$ cat src/rtl/aud4_pkg.sv
package aud4_pkg;
    parameter int CH_NUM  = 4;
    parameter int SAMP_W  = 16;
    localparam int FRAME_W = CH_NUM * SAMP_W;
    localparam int BIDX_W  = $clog2(FRAME_W);
    localparam int BCNT_W  = BIDX_W + 1;

    typedef logic [FRAME_W-1:0] frame_t;
endpackage

$ cat src/rtl/aud4_bclk_gen.sv
module aud4_bclk_gen #(
    parameter int BCLK_HALF = 2
) (
    input  logic clk,
    input  logic rst_n,
    output logic bclk_o,
    output logic fall_o,
    output logic rise_o
);
    localparam int CW = (BCLK_HALF > 1) ? $clog2(BCLK_HALF) : 1;
    localparam logic [CW-1:0] CNT_LAST = CW'(BCLK_HALF - 1);

    typedef struct packed {
        logic [CW-1:0] cnt;
        logic          bclk;
    } gen_st_t;

    gen_st_t st_d, st_q;
    logic    wrap;

    always_comb begin
        st_d = st_q;
        wrap = (st_q.cnt == CNT_LAST);
        if (wrap) begin
            st_d.cnt  = '0;
            st_d.bclk = ~st_q.bclk;
        end else begin
            st_d.cnt = st_q.cnt + 1'b1;
        end
    end

    always_ff @(posedge clk or negedge rst_n) begin
        if (!rst_n) begin
            st_q.cnt  <= '0;
            st_q.bclk <= 1'b1;
        end else begin
            st_q <= st_d;
        end
    end

    assign bclk_o = st_q.bclk;
    assign fall_o = wrap && st_q.bclk;
    assign rise_o = wrap && !st_q.bclk;

    assert_tick_excl_R2: assert property (@(posedge clk) disable iff (!rst_n)
        $onehot0({fall_o, rise_o}));
    assert_fall_lowers_R2: assert property (@(posedge clk) disable iff (!rst_n)
        fall_o |=> !bclk_o);
    assert_rise_raises_R2: assert property (@(posedge clk) disable iff (!rst_n)
        rise_o |=> bclk_o);
endmodule

$ cat src/rtl/aud4_tx.sv
module aud4_tx
    import aud4_pkg::*;
(
    input  logic   clk,
    input  logic   rst_n,
    input  logic   fall_i,
    input  logic   smp_vld_i,
    input  frame_t smp_i,
    output logic   sdata_o,
    output logic   ident_o
);
    localparam logic [BIDX_W-1:0] BIT_LAST = BIDX_W'(FRAME_W - 1);

    typedef struct packed {
        frame_t             hold;
        frame_t             shreg;
        logic [BIDX_W-1:0]  bidx;
        logic               sdata;
        logic               ident;
    } tx_st_t;

    tx_st_t st_d, st_q;
    frame_t load_src;

    always_comb begin
        st_d     = st_q;
        load_src = smp_vld_i ? smp_i : st_q.hold;
        if (smp_vld_i) begin
            st_d.hold = smp_i;
        end
        if (fall_i) begin
            if (st_q.bidx == BIT_LAST) begin
                st_d.bidx  = '0;
                st_d.sdata = load_src[0];
                st_d.shreg = load_src >> 1;
            end else begin
                st_d.bidx  = st_q.bidx + 1'b1;
                st_d.sdata = st_q.shreg[0];
                st_d.shreg = st_q.shreg >> 1;
            end
            st_d.ident = (st_d.bidx == BIT_LAST);
        end
    end

    always_ff @(posedge clk or negedge rst_n) begin
        if (!rst_n) begin
            st_q.hold  <= '0;
            st_q.shreg <= '0;
            st_q.bidx  <= BIT_LAST;
            st_q.sdata <= 1'b0;
            st_q.ident <= 1'b0;
        end else begin
            st_q <= st_d;
        end
    end

    assign sdata_o = st_q.sdata;
    assign ident_o = st_q.ident;

    assert_edge_only_R3: assert property (@(posedge clk) disable iff (!rst_n)
        !fall_i |=> ($stable(sdata_o) && $stable(ident_o)));
    assert_ident_one_bit_R5: assert property (@(posedge clk) disable iff (!rst_n)
        (ident_o && fall_i) |=> !ident_o);
endmodule

$ cat src/rtl/aud4_rx.sv
module aud4_rx
    import aud4_pkg::*;
(
    input  logic   clk,
    input  logic   rst_n,
    input  logic   bclk_i,
    input  logic   ident_i,
    input  logic   sdata_i,
    output frame_t samples_o,
    output logic   valid_o,
    output logic   err_o
);
    localparam logic [BCNT_W-1:0] CNT_LAST = BCNT_W'(FRAME_W - 1);

    typedef struct packed {
        logic               bprev;
        frame_t             shreg;
        logic [BCNT_W-1:0]  cnt;
        frame_t             frame;
        logic               valid;
        logic               err;
    } rx_st_t;

    rx_st_t st_d, st_q;
    logic   rise;

    always_comb begin
        st_d       = st_q;
        rise       = bclk_i && !st_q.bprev;
        st_d.bprev = bclk_i;
        st_d.valid = 1'b0;
        st_d.err   = 1'b0;
        if (rise) begin
            st_d.shreg = {sdata_i, st_q.shreg[FRAME_W-1:1]};
            if (ident_i) begin
                if (st_q.cnt == CNT_LAST) begin
                    st_d.frame = st_d.shreg;
                    st_d.valid = 1'b1;
                end else begin
                    st_d.err = 1'b1;
                end
                st_d.cnt = '0;
            end else if (st_q.cnt != '1) begin
                st_d.cnt = st_q.cnt + 1'b1;
            end
        end
    end

    always_ff @(posedge clk or negedge rst_n) begin
        if (!rst_n) begin
            st_q.bprev <= 1'b1;
            st_q.shreg <= '0;
            st_q.cnt   <= '0;
            st_q.frame <= '0;
            st_q.valid <= 1'b0;
            st_q.err   <= 1'b0;
        end else begin
            st_q <= st_d;
        end
    end

    assign samples_o = st_q.frame;
    assign valid_o   = st_q.valid;
    assign err_o     = st_q.err;

    assert_valid_pulse_R7: assert property (@(posedge clk) disable iff (!rst_n)
        valid_o |=> !valid_o);
    assert_valid_after_ident_R7: assert property (@(posedge clk) disable iff (!rst_n)
        valid_o |-> $past(ident_i && bclk_i));
    assert_err_xor_valid_R8: assert property (@(posedge clk) disable iff (!rst_n)
        $onehot0({valid_o, err_o}));
    assert_err_keeps_data_R8: assert property (@(posedge clk) disable iff (!rst_n)
        err_o |-> $stable(samples_o));
    assert_hold_between_R10: assert property (@(posedge clk) disable iff (!rst_n)
        !valid_o |-> $stable(samples_o));
endmodule

$ cat src/rtl/aud4_link.sv
module aud4_link
    import aud4_pkg::*;
#(
    parameter int BCLK_HALF = 2,
    parameter bit PASS_THRU = 1'b1
) (
    input  logic                           clk,
    input  logic                           rst_n,
    input  logic                           tx_valid,
    input  logic [CH_NUM-1:0][SAMP_W-1:0]  tx_samples,
    output logic                           tx_bclk,
    output logic                           tx_ident,
    output logic                           tx_sdata,
    input  logic                           rx_bclk,
    input  logic                           rx_ident,
    input  logic                           rx_sdata,
    output logic [CH_NUM-1:0][SAMP_W-1:0]  rx_samples,
    output logic                           rx_valid,
    output logic                           rx_err,
    output logic                           thru_sdata
);
    logic   fall_tick;
    logic   rise_tick;
    frame_t rx_frame;

    aud4_bclk_gen #(.BCLK_HALF(BCLK_HALF)) u_bclk (
        .clk    (clk),
        .rst_n  (rst_n),
        .bclk_o (tx_bclk),
        .fall_o (fall_tick),
        .rise_o (rise_tick)
    );

    aud4_tx u_tx (
        .clk       (clk),
        .rst_n     (rst_n),
        .fall_i    (fall_tick),
        .smp_vld_i (tx_valid),
        .smp_i     (frame_t'(tx_samples)),
        .sdata_o   (tx_sdata),
        .ident_o   (tx_ident)
    );

    aud4_rx u_rx (
        .clk       (clk),
        .rst_n     (rst_n),
        .bclk_i    (rx_bclk),
        .ident_i   (rx_ident),
        .sdata_i   (rx_sdata),
        .samples_o (rx_frame),
        .valid_o   (rx_valid),
        .err_o     (rx_err)
    );

    assign rx_samples = rx_frame;

    generate
        if (PASS_THRU) begin : g_thru
            logic thru_d, thru_q;
            always_comb thru_d = rx_sdata;
            always_ff @(posedge clk or negedge rst_n) begin
                if (!rst_n) thru_q <= 1'b0;
                else        thru_q <= thru_d;
            end
            assign thru_sdata = thru_q;
            assert_thru_delay_R9: assert property (@(posedge clk) disable iff (!rst_n)
                $rose(thru_sdata) |-> $past(rx_sdata));
        end else begin : g_no_thru
            assign thru_sdata = 1'b0;
        end
    endgenerate

    assert_tick_unused_R2: assert property (@(posedge clk) disable iff (!rst_n)
        rise_tick |=> $stable(tx_sdata));
endmodule

$ cat config.mk
export PLATFORM = sky130hd
export DESIGN_NAME = aud4_link
export DESIGN_NICKNAME = d
export VERILOG_FILES = /design/src/rtl/aud4_pkg.sv /design/src/rtl/aud4_bclk_gen.sv /design/src/rtl/aud4_tx.sv /design/src/rtl/aud4_rx.sv /design/src/rtl/aud4_link.sv
export SDC_FILE = /design/constraint.sdc
export NUM_CORES = 1
export LEC_CHECK = 0
export BUFFER_PORTS_ARGS = -buffer_cell sky130_fd_sc_hd__buf_2
export CORE_AREA = 5 5 178 180
export CTS_BUF_LIST = sky130_fd_sc_hd__clkbuf_16
export DETAILED_ROUTE_END_ITERATION = 10
export DIE_AREA = 0 0 183 185
export SLEW_MARGIN = 30
export SYNTH_ARGS = -nofsm -noshare
export SYNTH_HDL_FRONTEND = slang
export SYNTH_SLANG_ARGS = --single-unit
$ cat constraint.sdc
create_clock -name clk -period 2.4 [get_ports clk]
set_input_delay 0.36 -clock clk [delete_from_list [all_inputs] [get_ports clk]]
set_output_delay 0.36 -clock clk [all_outputs]
set_load 0.05 [all_outputs]
==> impl_metrics.tcl <==
set metrics [dict create \
    hold_class "input port to flip-flop" \
    post-route-min-period_ps 2013 \
    total_power_mw 9.667 \
    slew_headroom_pct 56.20 \
    yosysTopAreaCell "dfrtp_1" \
    fmax_mhz 496.8 \
    grt_overflow 0 \
    grt_pass1_wl_um 38000 \
    cts_resized 0 \
    worstSetupEndpoint "u_tx.st_q[39]" \
    critPathSlowestCell "dfstp_2" \
    drc 0 \
    postCtsHoldBufs 3 \
    yosysWarnings 0 \
    area_growth_pct 13.75 \
    ys_seq_area_share_pct 58.53 \
    regMostFlops "u_tx.st_q" \
    die_y_um 185 \
    layout-drive-gt1-share_pct 30.25 \
    max_stage_delay_ps 560 \
    crit_start "u_tx.st_q[3]" \
    rsz0062_at_grt "no" \
    power_density_mw_per_mm2 721.7 \
    synthArstFlopShare_pct 100.0 \
    drtAntennaViolNets 0 \
    critical_path_class "flip-flop to flip-flop" \
    crit_required_ps 2800 \
    r2r-end "u_tx.st_q[39]" \
    hold_viol 0 \
    finalInstanceArea_mm2 0.01339 \
    antenna_found_initial 0 \
    fin_setup_tns_ps 0 \
    coreArea_mm2 0.03003 \
    via_per_inst 4.818 \
    worstHoldStart "tx_samples[13]" \
    fin_util_pct 44.60 \
    cts.path.max_buffers 3 \
    worst-slew-pin-transition_ps 657.0 \
    dieArea_mm2 0.03386 \
    fin_hold_ws_ps 80.77 \
    synth_top_cell_area_share_pct 56.74 \
    drt_pre_antenna_iters 5 \
    htreeDepth 1 \
    dp_hpwl_um 14030 \
    ys_ff_latch 275 \
    final.setup.worst_slack_ps 387.0 \
    instances_no_fill 1530 \
    dr_total_vias 7372 \
    synth_edf_count 0 \
    gp_congestion 0.7110 \
    grt_pass1_vias 7544 \
    synthCells 1049 \
    reg2reg_depth 6 \
    final_cell_mix "nand2_1, dfrtp_1, buf_2" \
    leakage_nw 6.445 \
    synth_area_mm2 0.01178 \
    dp.cells 1475 \
    setup_violations 0 \
    final_common_cell "nand2_1" \
    portBuffers 139 \
    report.final.slew_viol_count 0 \
    drv_cap 0 \
    synth.avg_cell_area_um2 11.23 \
    fin_skew_ps 9.234 \
    rows 64 \
    synth_top_flop_cell "dfrtp_1" \
    clk_latency_ps 530 \
    path_cells "ha_1 -> nand2_1 -> or3_4 -> buf_12 -> nand3_1 -> o211ai_1" \
    gr-usage-all-layers_pct 13.17 \
    root_buffer "clkbuf_16" \
    cts_setup_buffers 0 \
    worstReg2RegStart "u_tx.st_q[3]" \
    syn-num-nets 1122 \
    crit_fanout 59 \
    clkSinkCount 275 \
    status "finished clean" \
    diodes 0 \
    cts.reportedPaths.clkPinSlew_ps 60 \
    grt_max_degree 71 \
    cts_tree "built" \
    dp_worst_setup_slack_ps 389.7 \
    reg2reg_slack_ps 390 \
    end_kind "flip-flop" \
    io-pin-count 140 \
    cts_made_buffers 29 \
    wl_per_cell_um 14.48 \
    synth_cell_types 39 \
    drt-total-wl_um 22150 \
    crit_arrival_ps 2410 \
    start_util_pct 39.21 \
    synthTopCellsByArea "dfrtp_1, nand2_1, mux2_2, mux2_4, buf_4" \
    ir_drop_uv 495.4 \
    die_w_um 183 \
    initialDrtViolationCount 566 \
    largest_reg_flops 133 \
    nets 1186 \
    post_dp_cell_area_mm2 0.01245 \
    critPathLaunchType "flip-flop" \
    period_share_pct 83.87 \
]
## worst min-delay path by stage
stage	endpoint	slack, ps	cells after the start
3_5_place_dp	u_rx.samples_o[16]	380	1
3_3_place_gp	u_rx.samples_o[15]	370	1
6_report	u_tx.st_q[85]	80	2
2_1_floorplan	thru_sdata	60	0
4_1_cts	u_tx.st_q[98]	50	2
5_1_grt	u_tx.st_q[112]	50	2
## cell families after synthesis
family | after synthesis | share of synthesized area [%]
mux | 129 | 13.89
flops | 275 | 58.53
buf+inv | 132 | 7.268
simple gates | 421 | 14.56
xor+xnor | 5 | 0.3720
compound gates | 84 | 5.069
fa+ha+maj | 3 | 0.3188
## routing by layer
metal | vias up | track usage (%) | part of all wire [%]
met5 | - | 0 | 0
met4 | 0 | 3.069 | 1.5
met3 | 24 | 2.317 | 4.3
met2 | 105 | 22.05 | 48
met1 | 3676 | 18.05 | 46
li1 | 3567 | - | -
## power by group
group / internal [mW] / switching, mW
Combinational: 0.207 / 0.274
Sequential: 4.81 / 0.0793
Clock: 2.51 / 1.79
## cell type report
cell class	count	area, µm²
fill	2796	16630
sequential	275	6892
multi-input combinational	642	4048
timing repair buffer	162	1036
clock buffer	29	725.7
tap	396	495.5
clock inverter	23	186.4
inverter	3	11.26
## worst max-delay path: cells and delay by family, from the launching register on
family / cells / cell delay [ps]
buffers and inverters: 1 / 250
adder cells (fa/ha/maj): 1 / 220
AND/OR/NAND/NOR: 3 / 750
AO/OA/AOI/OAI: 1 / 100
flip-flops: 1 / 560
## cells in the mapped netlist, drive strengths merged, types with 6 or more instances
cell / number
dfstp: 8
buf: 103
nor2: 9
mux2: 128
a21oi: 6
o21ai: 7
clkbuf: 26
nand3: 66
nand2: 332
o211ai: 63
dfrtp: 267
Power figures use the tool's default switching activity.
